File: src/rtl/nand_seq_pkg.sv
`timescale 1ns/1ps
package nand_seq_pkg;

    typedef enum logic [1:0] {
        ST_IDLE,
        ST_SETUP,
        ST_STROBE,
        ST_HOLD
    } seq_state_e;

    typedef enum logic [1:0] {
        OP_CMD,
        OP_ADDR,
        OP_WRITE,
        OP_READ
    } bus_op_e;

    localparam logic [2:0] SEL_CTRL   = 3'd0;
    localparam logic [2:0] SEL_SETUP  = 3'd1;
    localparam logic [2:0] SEL_PULSE  = 3'd2;
    localparam logic [2:0] SEL_STATUS = 3'd3;
    localparam logic [2:0] SEL_CMD    = 3'd4;
    localparam logic [2:0] SEL_ADDR   = 3'd5;
    localparam logic [2:0] SEL_DATA   = 3'd6;

    localparam int HOLD_LSB = 4;

endpackage

File: src/rtl/nand_seq_regs.sv
`timescale 1ns/1ps
module nand_seq_regs
    import nand_seq_pkg::*;
#(
    parameter int SETUP_W = 2,
    parameter int PHASE_W = 3,
    parameter int DATA_W  = 8
) (
    input  logic               clk,
    input  logic               rst_n,
    input  logic               wr_en,
    input  logic [2:0]         sel,
    input  logic [DATA_W-1:0]  wdata,
    input  logic               nand_rb,
    output logic               ctrl_en,
    output logic               ce_off,
    output logic [SETUP_W-1:0] setup_m1,
    output logic [PHASE_W-1:0] pulse_m1,
    output logic [PHASE_W-1:0] hold_m1,
    output logic               status_rdy,
    output logic [DATA_W-1:0]  rd_data
);

    logic rb_meta;

    // configuration registers, reset to the slowest timing
    always_ff @(posedge clk or negedge rst_n) begin
        if (!rst_n) begin
            ctrl_en  <= 1'b0;
            ce_off   <= 1'b1;
            setup_m1 <= '1;
            pulse_m1 <= '1;
            hold_m1  <= '1;
        end else if (wr_en) begin
            unique case (sel)
                SEL_CTRL: begin
                    ctrl_en <= wdata[0];
                    ce_off  <= wdata[1];
                end
                SEL_SETUP: setup_m1 <= wdata[SETUP_W-1:0];
                SEL_PULSE: begin
                    pulse_m1 <= wdata[PHASE_W-1:0];
                    hold_m1  <= wdata[HOLD_LSB +: PHASE_W];
                end
                default: ;
            endcase
        end
    end

    // two-stage synchroniser for the ready/busy pin
    always_ff @(posedge clk or negedge rst_n) begin
        if (!rst_n) begin
            rb_meta    <= 1'b0;
            status_rdy <= 1'b0;
        end else begin
            rb_meta    <= nand_rb;
            status_rdy <= rb_meta;
        end
    end

    always_comb begin
        rd_data = '0;
        unique case (sel)
            SEL_CTRL: begin
                rd_data[0] = ctrl_en;
                rd_data[1] = ce_off;
            end
            SEL_SETUP: rd_data[SETUP_W-1:0] = setup_m1;
            SEL_PULSE: begin
                rd_data[PHASE_W-1:0]          = pulse_m1;
                rd_data[HOLD_LSB +: PHASE_W]  = hold_m1;
            end
            SEL_STATUS: rd_data[0] = status_rdy;
            default: ;
        endcase
    end

endmodule

File: src/rtl/nand_seq_fsm.sv
`timescale 1ns/1ps
module nand_seq_fsm
    import nand_seq_pkg::*;
#(
    parameter int SETUP_W = 2,
    parameter int PHASE_W = 3,
    parameter int DATA_W  = 8
) (
    input  logic               clk,
    input  logic               rst_n,
    input  logic               start,
    input  bus_op_e            op_in,
    input  logic [DATA_W-1:0]  wdata,
    input  logic [SETUP_W-1:0] setup_m1,
    input  logic [PHASE_W-1:0] pulse_m1,
    input  logic [PHASE_W-1:0] hold_m1,
    input  logic [DATA_W-1:0]  dq_in,
    output logic               idle,
    output logic               done,
    output logic [DATA_W-1:0]  rd_byte,
    output logic               cle,
    output logic               ale,
    output logic               we_n,
    output logic               re_n,
    output logic [DATA_W-1:0]  dq_out,
    output logic               dq_oe
);

    localparam int CNT_W = (SETUP_W > PHASE_W) ? SETUP_W : PHASE_W;

    seq_state_e          state_q, state_d;
    logic [CNT_W-1:0]    cnt_q, cnt_d;
    bus_op_e             op_q;
    logic [DATA_W-1:0]   wdata_q;
    logic                cnt_zero;

    assign cnt_zero = (cnt_q == '0);

    // next state and phase counter
    always_comb begin
        state_d = state_q;
        cnt_d   = cnt_q;
        unique case (state_q)
            ST_IDLE: if (start) begin
                state_d = ST_SETUP;
                cnt_d   = CNT_W'(setup_m1);
            end
            ST_SETUP: if (cnt_zero) begin
                state_d = ST_STROBE;
                cnt_d   = CNT_W'(pulse_m1);
            end else begin
                cnt_d = cnt_q - 1'b1;
            end
            ST_STROBE: if (cnt_zero) begin
                state_d = ST_HOLD;
                cnt_d   = CNT_W'(hold_m1);
            end else begin
                cnt_d = cnt_q - 1'b1;
            end
            ST_HOLD: if (cnt_zero) begin
                state_d = ST_IDLE;
            end else begin
                cnt_d = cnt_q - 1'b1;
            end
            default: state_d = ST_IDLE;
        endcase
    end

    // state register
    always_ff @(posedge clk or negedge rst_n) begin
        if (!rst_n) begin
            state_q <= ST_IDLE;
            cnt_q   <= '0;
            op_q    <= OP_CMD;
            wdata_q <= '0;
            rd_byte <= '0;
        end else begin
            state_q <= state_d;
            cnt_q   <= cnt_d;
            if (state_q == ST_IDLE && start) begin
                op_q    <= op_in;
                wdata_q <= wdata;
            end
            if (state_q == ST_STROBE && cnt_zero && op_q == OP_READ)
                rd_byte <= dq_in;
        end
    end

    // pin outputs decoded from state
    always_comb begin
        cle    = 1'b0;
        ale    = 1'b0;
        we_n   = 1'b1;
        re_n   = 1'b1;
        dq_oe  = 1'b0;
        dq_out = '0;
        unique case (state_q)
            ST_IDLE: ;
            ST_SETUP, ST_STROBE, ST_HOLD: begin
                cle   = (op_q == OP_CMD);
                ale   = (op_q == OP_ADDR);
                dq_oe = (op_q != OP_READ);
                if (op_q != OP_READ)
                    dq_out = wdata_q;
                if (state_q == ST_STROBE) begin
                    we_n = (op_q == OP_READ);
                    re_n = (op_q != OP_READ);
                end
            end
            default: ;
        endcase
    end

    assign idle = (state_q == ST_IDLE);
    assign done = (state_q == ST_HOLD) && cnt_zero;

endmodule

File: src/rtl/nand_cycle_seq.sv
`timescale 1ns/1ps
module nand_cycle_seq
    import nand_seq_pkg::*;
#(
    parameter int EXT_SETUP = 0,
    parameter int PHASE_W   = 3,
    parameter int DATA_W    = 8
) (
    input  logic              clk,
    input  logic              rst_n,
    input  logic              h_valid,
    input  logic              h_write,
    input  logic [2:0]        h_sel,
    input  logic [DATA_W-1:0] h_wdata,
    output logic              h_ready,
    output logic [DATA_W-1:0] h_rdata,
    output logic              nand_ce_n,
    output logic              nand_cle,
    output logic              nand_ale,
    output logic              nand_we_n,
    output logic              nand_re_n,
    output logic [DATA_W-1:0] nand_dq_out,
    output logic              nand_dq_oe,
    input  logic [DATA_W-1:0] nand_dq_in,
    input  logic              nand_rb
);

    localparam int SETUP_W = (EXT_SETUP != 0) ? 3 : 2;

    logic               ctrl_en, ce_off, status_rdy;
    logic [SETUP_W-1:0] setup_m1;
    logic [PHASE_W-1:0] pulse_m1, hold_m1;
    logic [DATA_W-1:0]  reg_rdata, rd_byte;
    logic               idle, done, is_flash, start, reg_wr;
    bus_op_e            op_sel;

    always_comb begin
        is_flash = 1'b0;
        op_sel   = OP_CMD;
        unique case (h_sel)
            SEL_CMD:  begin is_flash = h_write; op_sel = OP_CMD;  end
            SEL_ADDR: begin is_flash = h_write; op_sel = OP_ADDR; end
            SEL_DATA: begin is_flash = 1'b1;    op_sel = h_write ? OP_WRITE : OP_READ; end
            default: ;
        endcase
    end

    assign start   = idle && h_valid && is_flash && ctrl_en;
    assign reg_wr  = idle && h_valid && h_write && !is_flash;
    assign h_ready = idle ? !(is_flash && ctrl_en) : done;

    always_comb begin
        if (!idle)
            h_rdata = rd_byte;
        else if (is_flash || h_sel == SEL_CMD || h_sel == SEL_ADDR)
            h_rdata = '0;
        else
            h_rdata = reg_rdata;
    end

    assign nand_ce_n = ce_off;

    nand_seq_regs #(
        .SETUP_W (SETUP_W),
        .PHASE_W (PHASE_W),
        .DATA_W  (DATA_W)
    ) u_regs (
        .clk        (clk),
        .rst_n      (rst_n),
        .wr_en      (reg_wr),
        .sel        (h_sel),
        .wdata      (h_wdata),
        .nand_rb    (nand_rb),
        .ctrl_en    (ctrl_en),
        .ce_off     (ce_off),
        .setup_m1   (setup_m1),
        .pulse_m1   (pulse_m1),
        .hold_m1    (hold_m1),
        .status_rdy (status_rdy),
        .rd_data    (reg_rdata)
    );

    nand_seq_fsm #(
        .SETUP_W (SETUP_W),
        .PHASE_W (PHASE_W),
        .DATA_W  (DATA_W)
    ) u_fsm (
        .clk      (clk),
        .rst_n    (rst_n),
        .start    (start),
        .op_in    (op_sel),
        .wdata    (h_wdata),
        .setup_m1 (setup_m1),
        .pulse_m1 (pulse_m1),
        .hold_m1  (hold_m1),
        .dq_in    (nand_dq_in),
        .idle     (idle),
        .done     (done),
        .rd_byte  (rd_byte),
        .cle      (nand_cle),
        .ale      (nand_ale),
        .we_n     (nand_we_n),
        .re_n     (nand_re_n),
        .dq_out   (nand_dq_out),
        .dq_oe    (nand_dq_oe)
    );

endmodule

File: config.mk
export PLATFORM = sky130hd
export DESIGN_NAME = nand_cycle_seq
export DESIGN_NICKNAME = d
export VERILOG_FILES = /design/src/rtl/nand_seq_pkg.sv /design/src/rtl/nand_seq_regs.sv /design/src/rtl/nand_seq_fsm.sv /design/src/rtl/nand_cycle_seq.sv
export SDC_FILE = /design/constraint.sdc
export NUM_CORES = 1
export LEC_CHECK = 0
export BUFFER_PORTS_ARGS = -buffer_cell sky130_fd_sc_hd__buf_2
export CAP_MARGIN = 20
export CORE_MARGIN = 5
export CORE_UTILIZATION = 45
export DETAILED_ROUTE_END_ITERATION = 12
export GPL_TIMING_DRIVEN = 1
export PLACE_DENSITY = 0.8
export RECOVER_POWER = 50
export SLEW_MARGIN = 20
export SYNTH_ARGS = -nofsm -noshare
export SYNTH_HDL_FRONTEND = slang
export SYNTH_SLANG_ARGS = --single-unit
File: constraint.sdc
create_clock -name clk -period 2.8 [get_ports clk]
set_clock_uncertainty 0.05 [all_clocks]
set_input_delay 0.28 -clock clk [delete_from_list [all_inputs] [get_ports clk]]
set_output_delay 0.28 -clock clk [all_outputs]
set_load 0.03 [all_outputs]
# Word-level counts from Yosys, hierarchy flattened
# Cells that the tools add are included.
op_classes:
  addsub: 1
  n_eq_ne: 17
  n_mux: 29
  reduce_logical: 25
op_table:
  columns: ["op", "count"]
  rows:
  - ["$mux W8", 3]
  - ["$mux W3", 5]
  - ["$pmux W3 S4", 1]
  - ["$logic_and A1 B1 Y1", 10]
  - ["$mux W1", 10]
  - ["$eq A3 B3 Y1 const B", 3]
  - ["$mux W2", 4]
  - ["$ne A2 B1 Y1 const B", 4]
  - ["$pmux W2 S4", 1]
  - ["$reduce_and A2 Y1", 4]
  - ["$mux W7", 1]
  - ["$eq A2 B2 Y1 const B", 3]
  - ["$eq A3 B2 Y1 const B", 2]
  - ["$logic_not A3 Y1", 2]
  - ["$eq A2 B1 Y1 const B", 2]
  - ["$logic_not A2 Y1", 2]
  - ["$ne A2 B2 Y1 const B", 2]
  - ["$pmux W1 S4", 1]
  - ["$pmux W2 S2", 1]
  - ["$reduce_and A4 Y1", 1]
  - ["$eq A3 B1 Y1 const B", 1]
  - ["$pmux W1 S3", 1]
  - ["$reduce_or A3 Y1", 1]
  - ["$sub A3 B1 Y3 const B", 1]
  - ["other kinds (4)", 6]
totals:
  ff_bits: 35
  inputBits: 24
  output_inout_bits: 23
  word_cells: 84

# Longest topological paths before layout
depth:
  ltp_word: 7
  ltp_mapped: 8
  mapped_depth_nobuf: 6

# By module
# From an unflattened synthesis, not the netlist that was laid out.
hier_totals:
  hier_cells: 163
  area_unflattened_um2: 1994.4
by_module_without_submodules:
  columns: ["module", "n_inst", "cells_each", "area_per_inst_um2", "seq_area_each_um2"]
  rows:
  - ["nand_seq_fsm", 1, 98, 1208.7, 575.6]
  - ["nand_seq_regs", 1, 41, 624.3, 311.5]
  - ["nand_cycle_seq", 1, 24, 161.4, 0.0]

# Worst setup path after synthesis
# Ideal clock, no wire load.
synth_timing:
  path_type: "register to output"
  start: "register u_fsm.state_q[0]"
  end: "output nand_dq_out[0]"
  arrival_ns: 1.969
  t_required_ns: 2.470
  slack_ns: 0.501
  path_stages_with_launch: 6
  n_path_buf: 1
  path_cell_list: "dfrtp_1 inv_1 ha_1 clkbuf_1 a21oi_1 and2_1"
synth_between:
  elab_chain_len: 3
  word_cells_on_any_way: 5
  cone_classes: "eq/ne: 3; mux: 1; reduce/logical: 1"
synth_rtl:
  columns: ["element", "line", "rtl"]
  rows:
  - ["from (decl)", "nand_seq_fsm.sv:31", "seq_state_e state_q, state_d;"]
  - ["from (signal assigned)", "nand_seq_fsm.sv:78", "state_q <= state_d;"]
  - ["$eq A2 B1 Y1 or $eq A2 B2 Y1 (tied branches)", "nand_seq_fsm.sv:97", "unique case (state_q)"]
  - ["$reduce_or A3 Y1 (*)", "nand_seq_fsm.sv:97", null]
  - ["$mux W8 (*)", "nand_seq_fsm.sv:97", null]
  - ["to (decl)", "nand_cycle_seq.sv:22", "output logic [DATA_W-1:0] nand_dq_out,"]
# Mark *: on every way between the ends. The rest lies on a longest branch, timed or not.

# Final worst setup path
layout_timing:
  start: "register u_fsm.state_q[1]"
  end: "output nand_dq_out[7]"
# The elaborated chain is that of the path after synthesis.

==> metrics.md <==
| Metric | Value |
|---|---|
| Postcts setup bufs | `0` |
| PortBufs | `46` |
| Synth top cells by count | `26 x dfrtp_1, 17 x o21ai_0, 13 x inv_1, 13 x mux2_2, 10 x nand2_1` |
| TritonCTS Buffers | `5` |
| Final total power | `0.00267 W` |
| Layout cells sized above 1 | `42.2%` |
| Peak VDD IR | `0.000539 V` |
| Sequential share of power | `34.4%` |
| Internal power | `0.00152 W` |
| Vias/cell | `5.23` |
| Logic gate share of total power | `51.4%` |
| Largest net degree at the start of global routing | `36` |
| Clock Path Buffers | `2` |
| # hold bufs at CTS | `0` |
| Clock Sinks | `35` |
| N_diodes | `0` |
| Maximum clock rate | `419 MHz` |
| Critical path class | `reg2out` |
| Synth cell types | `43` |
| Area leader, netlist | `dfrtp_1` |
| Vias in the first global route | `1538` |
| Top-count cell post-synth | `dfrtp_1` |
| Worst setup SP type | `register` |
| Slew headroom | `-22.8%` |
| Initial Util | `45.7%` |
| I/O Pins | `47` |
| Routability cong. | `0.799` |
| Sw frac | `43.0%` |
| Post-cts resize count | `0` |
| Post-DRT Antenna Nets | `0` |
| Routed wire length | `4.05 mm` |
| CTS tree | `built` |
| Core footprint | `4260 um2` |
| Worst Setup End Kind | `output pin` |
| First-pass GRT wire length | `6.99 mm` |
| Ys flop type | `dfrtp_1` |
| Syn-to-layout area delta | `17.3%` |
| Flops & latches, synth | `35` |
| Most area-consuming cells after synthesis | `dfrtp_1 33%, dfstp_2 12%, mux2_2 7.5%, mux2_4 5.4%, ha_1 4.5%` |
| Max Fanout on Critical Path | `12` |
| Pleak | `1.07 nW` |
| Slew Limit Fails | `36` |
| Worst-path clk slew | `70 ps` |
| Initial antenna violation count | `0` |
| MaxCap Viol Count | `1` |
| Gr ovfl total | `0` |
| Warnings, synthesis | `0` |
| Pwr dens | `1170 nW/um2` |
| Final setup viols | `0` |
| GRT Overall Usage | `15.9%` |
| Clk network pwr share | `14.1%` |
| H-tree depth | `2` |
| Worst Path Arrival | `2050 ps` |
| Floorplan row count | `24` |
| Slew @ Worst Pin | `1840 ps` |
| Worst Hold Class | `in2reg` |
| Final period util | `85.1%` |
| Die X | `75.8 um` |
| Detailed Route Iter0 Violations | `48` |
| RSZ-0062 raised after global routing | `no` |
| Synth async-reset ratio | `100%` |
| DIE AREA | `5750 um2` |
| Die height | `75.8 um` |
| Clk_lat worst skew | `290 ps` |
| Fin Setup TNS | `0 ps` |
| Required @ worst endpoint | `2470 ps` |
| Sw Pwr | `0.00115 W` |
| Post-Syn Instances | `173` |
| Nets@finish | `253` |
| Yosys top cell area share | `33.4%` |
| Synthesized area | `1950 um2` |
| First-pass iteration count of the detailed router | `4` |
| Final min period | `2380 ps` |
| Seq/Total Area, Yosys | `45.5%` |
| Failing checks | `capacitance limit, slew limit` |
| Final Hold Viols | `0` |
| Via count | `1437` |
| Mapped Nets | `204` |
| DRC violations left | `0` |
| WL/cell | `14.7 um` |
| HPWL Detailed | `3.12 mm` |
| Status | `finished with violations` |
| Root Buffer | `clkbuf_8` |
| Number of synthesized flops with an enable pin | `0` |
| Mean Syn Cell Area | `11.3 um2` |
==> metrics by stage <==
step / area [um2] / utilization, % / setup slack (ps) / std cells / hold slack, ps
after floorplan: 1950 / - / 501 / 173 / -65.6
after global routing: 2290 / 53.6 / 201 / 275 / 41.2
after detailed placement: 2220 / 52.1 / 698 / 267 / 290
final: 2290 / 53.6 / 416 / 275 / 51.7
after global placement: 2220 / 52.1 / 751 / 267 / 285
after CTS: 2310 / 54.2 / 384 / 275 / 41.4
==> sequential cells by signal, indices dropped and copies added (netlist names) <==
name,count
u_fsm.rd_byte,8
u_fsm.wdata_q,8
u_fsm.cnt_q,3
u_regs.hold_m1,3
u_regs.pulse_m1,3
u_fsm.op_q,2
u_fsm.state_q,2
u_regs.setup_m1,2
u_regs.ce_off,1
u_regs.ctrl_en,1
u_regs.rb_meta,1
u_regs.status_rdy,1
==> kinds of logic after synthesis <==
family / after synthesis / synth area share [%]
flops: 35 / 45.5
compound gates: 34 / 12.4
simple gates: 52 / 16.4
mux: 25 / 16.2
fa+ha+maj: 7 / 4.49
buf+inv: 20 / 4.94
==> final timing paths <==
path / from / endpoint / slack, ps / cells past startpoint
min in group asynchronous: rst_n / u_fsm.op_q[0] / 440 / 1
worst max register to register: u_fsm.state_q[0] / u_fsm.rd_byte[7] / 650 / 6
worst max-delay path: u_fsm.state_q[1] / nand_dq_out[7] / 420 / 5
worst min register to register: u_regs.rb_meta / u_regs.status_rdy / 300 / 0
worst min-delay path: nand_rb / u_regs.rb_meta / 50 / 1
max in group asynchronous: rst_n / u_fsm.rd_byte[0] / 1200 / 1
==> cells in the final DEF, fill, tap and decap left out, drive strengths merged, types with 2 or more instances in the layout <==
master  netlist  layout
a22o          3       3
a22oi         3       3
and2          9       9
buf           5      45
clkbuf        2      11
dfrtp        26      26
dfstp         9       9
ha            7       7
inv          13      13
mux2         22      22
mux2i         2       2
nand2        12      12
nand2b        2       2
nand3         7       7
nand3b        2       2
nand4b        2       2
nor2          6       6
nor2b         3       3
nor3          3       3
o21ai        18      18
o31ai         4       4
or3           2       2
==> layout make-up <==
type / instances / area [um2]
fill: 399 / 1980
multi-input combinational: 118 / 951
sequential: 35 / 887
timing repair buffer: 49 / 243
clock buffer: 7 / 86.3
tap: 52 / 65.1
inverter: 13 / 48.8
clock inverter: 1 / 5.00
==> routing by layer <==
layer	up-vias	track usage [%]	part of all wire (%)
met5	-	0	0
li1	700	-	-
met3	6	3.96	4.3
met4	0	4.66	1.0
met1	695	19.7	43
met2	36	27.4	51
==> worst max-delay path, cell delays in order, from the launching register on <==
cell and delay [ps]:
dfrtp_1 390, inv_1 100, ha_1 330, a21oi_1 540, and2_1 210, buf_2 190
==> power groups by stage <==
stage	Combinational [W]	Clock (W)	Sequential, W
floorplan	0.00108	0	0.000882
global placement	0.00138	0	0.000916
detailed placement	0.00140	0	0.000924
CTS	0.00141	0.000388	0.000918
global route	0.00152	0.000405	0.000948
finish	0.00137	0.000378	0.000918
Note: power is estimated with default switching activity, not from simulation.
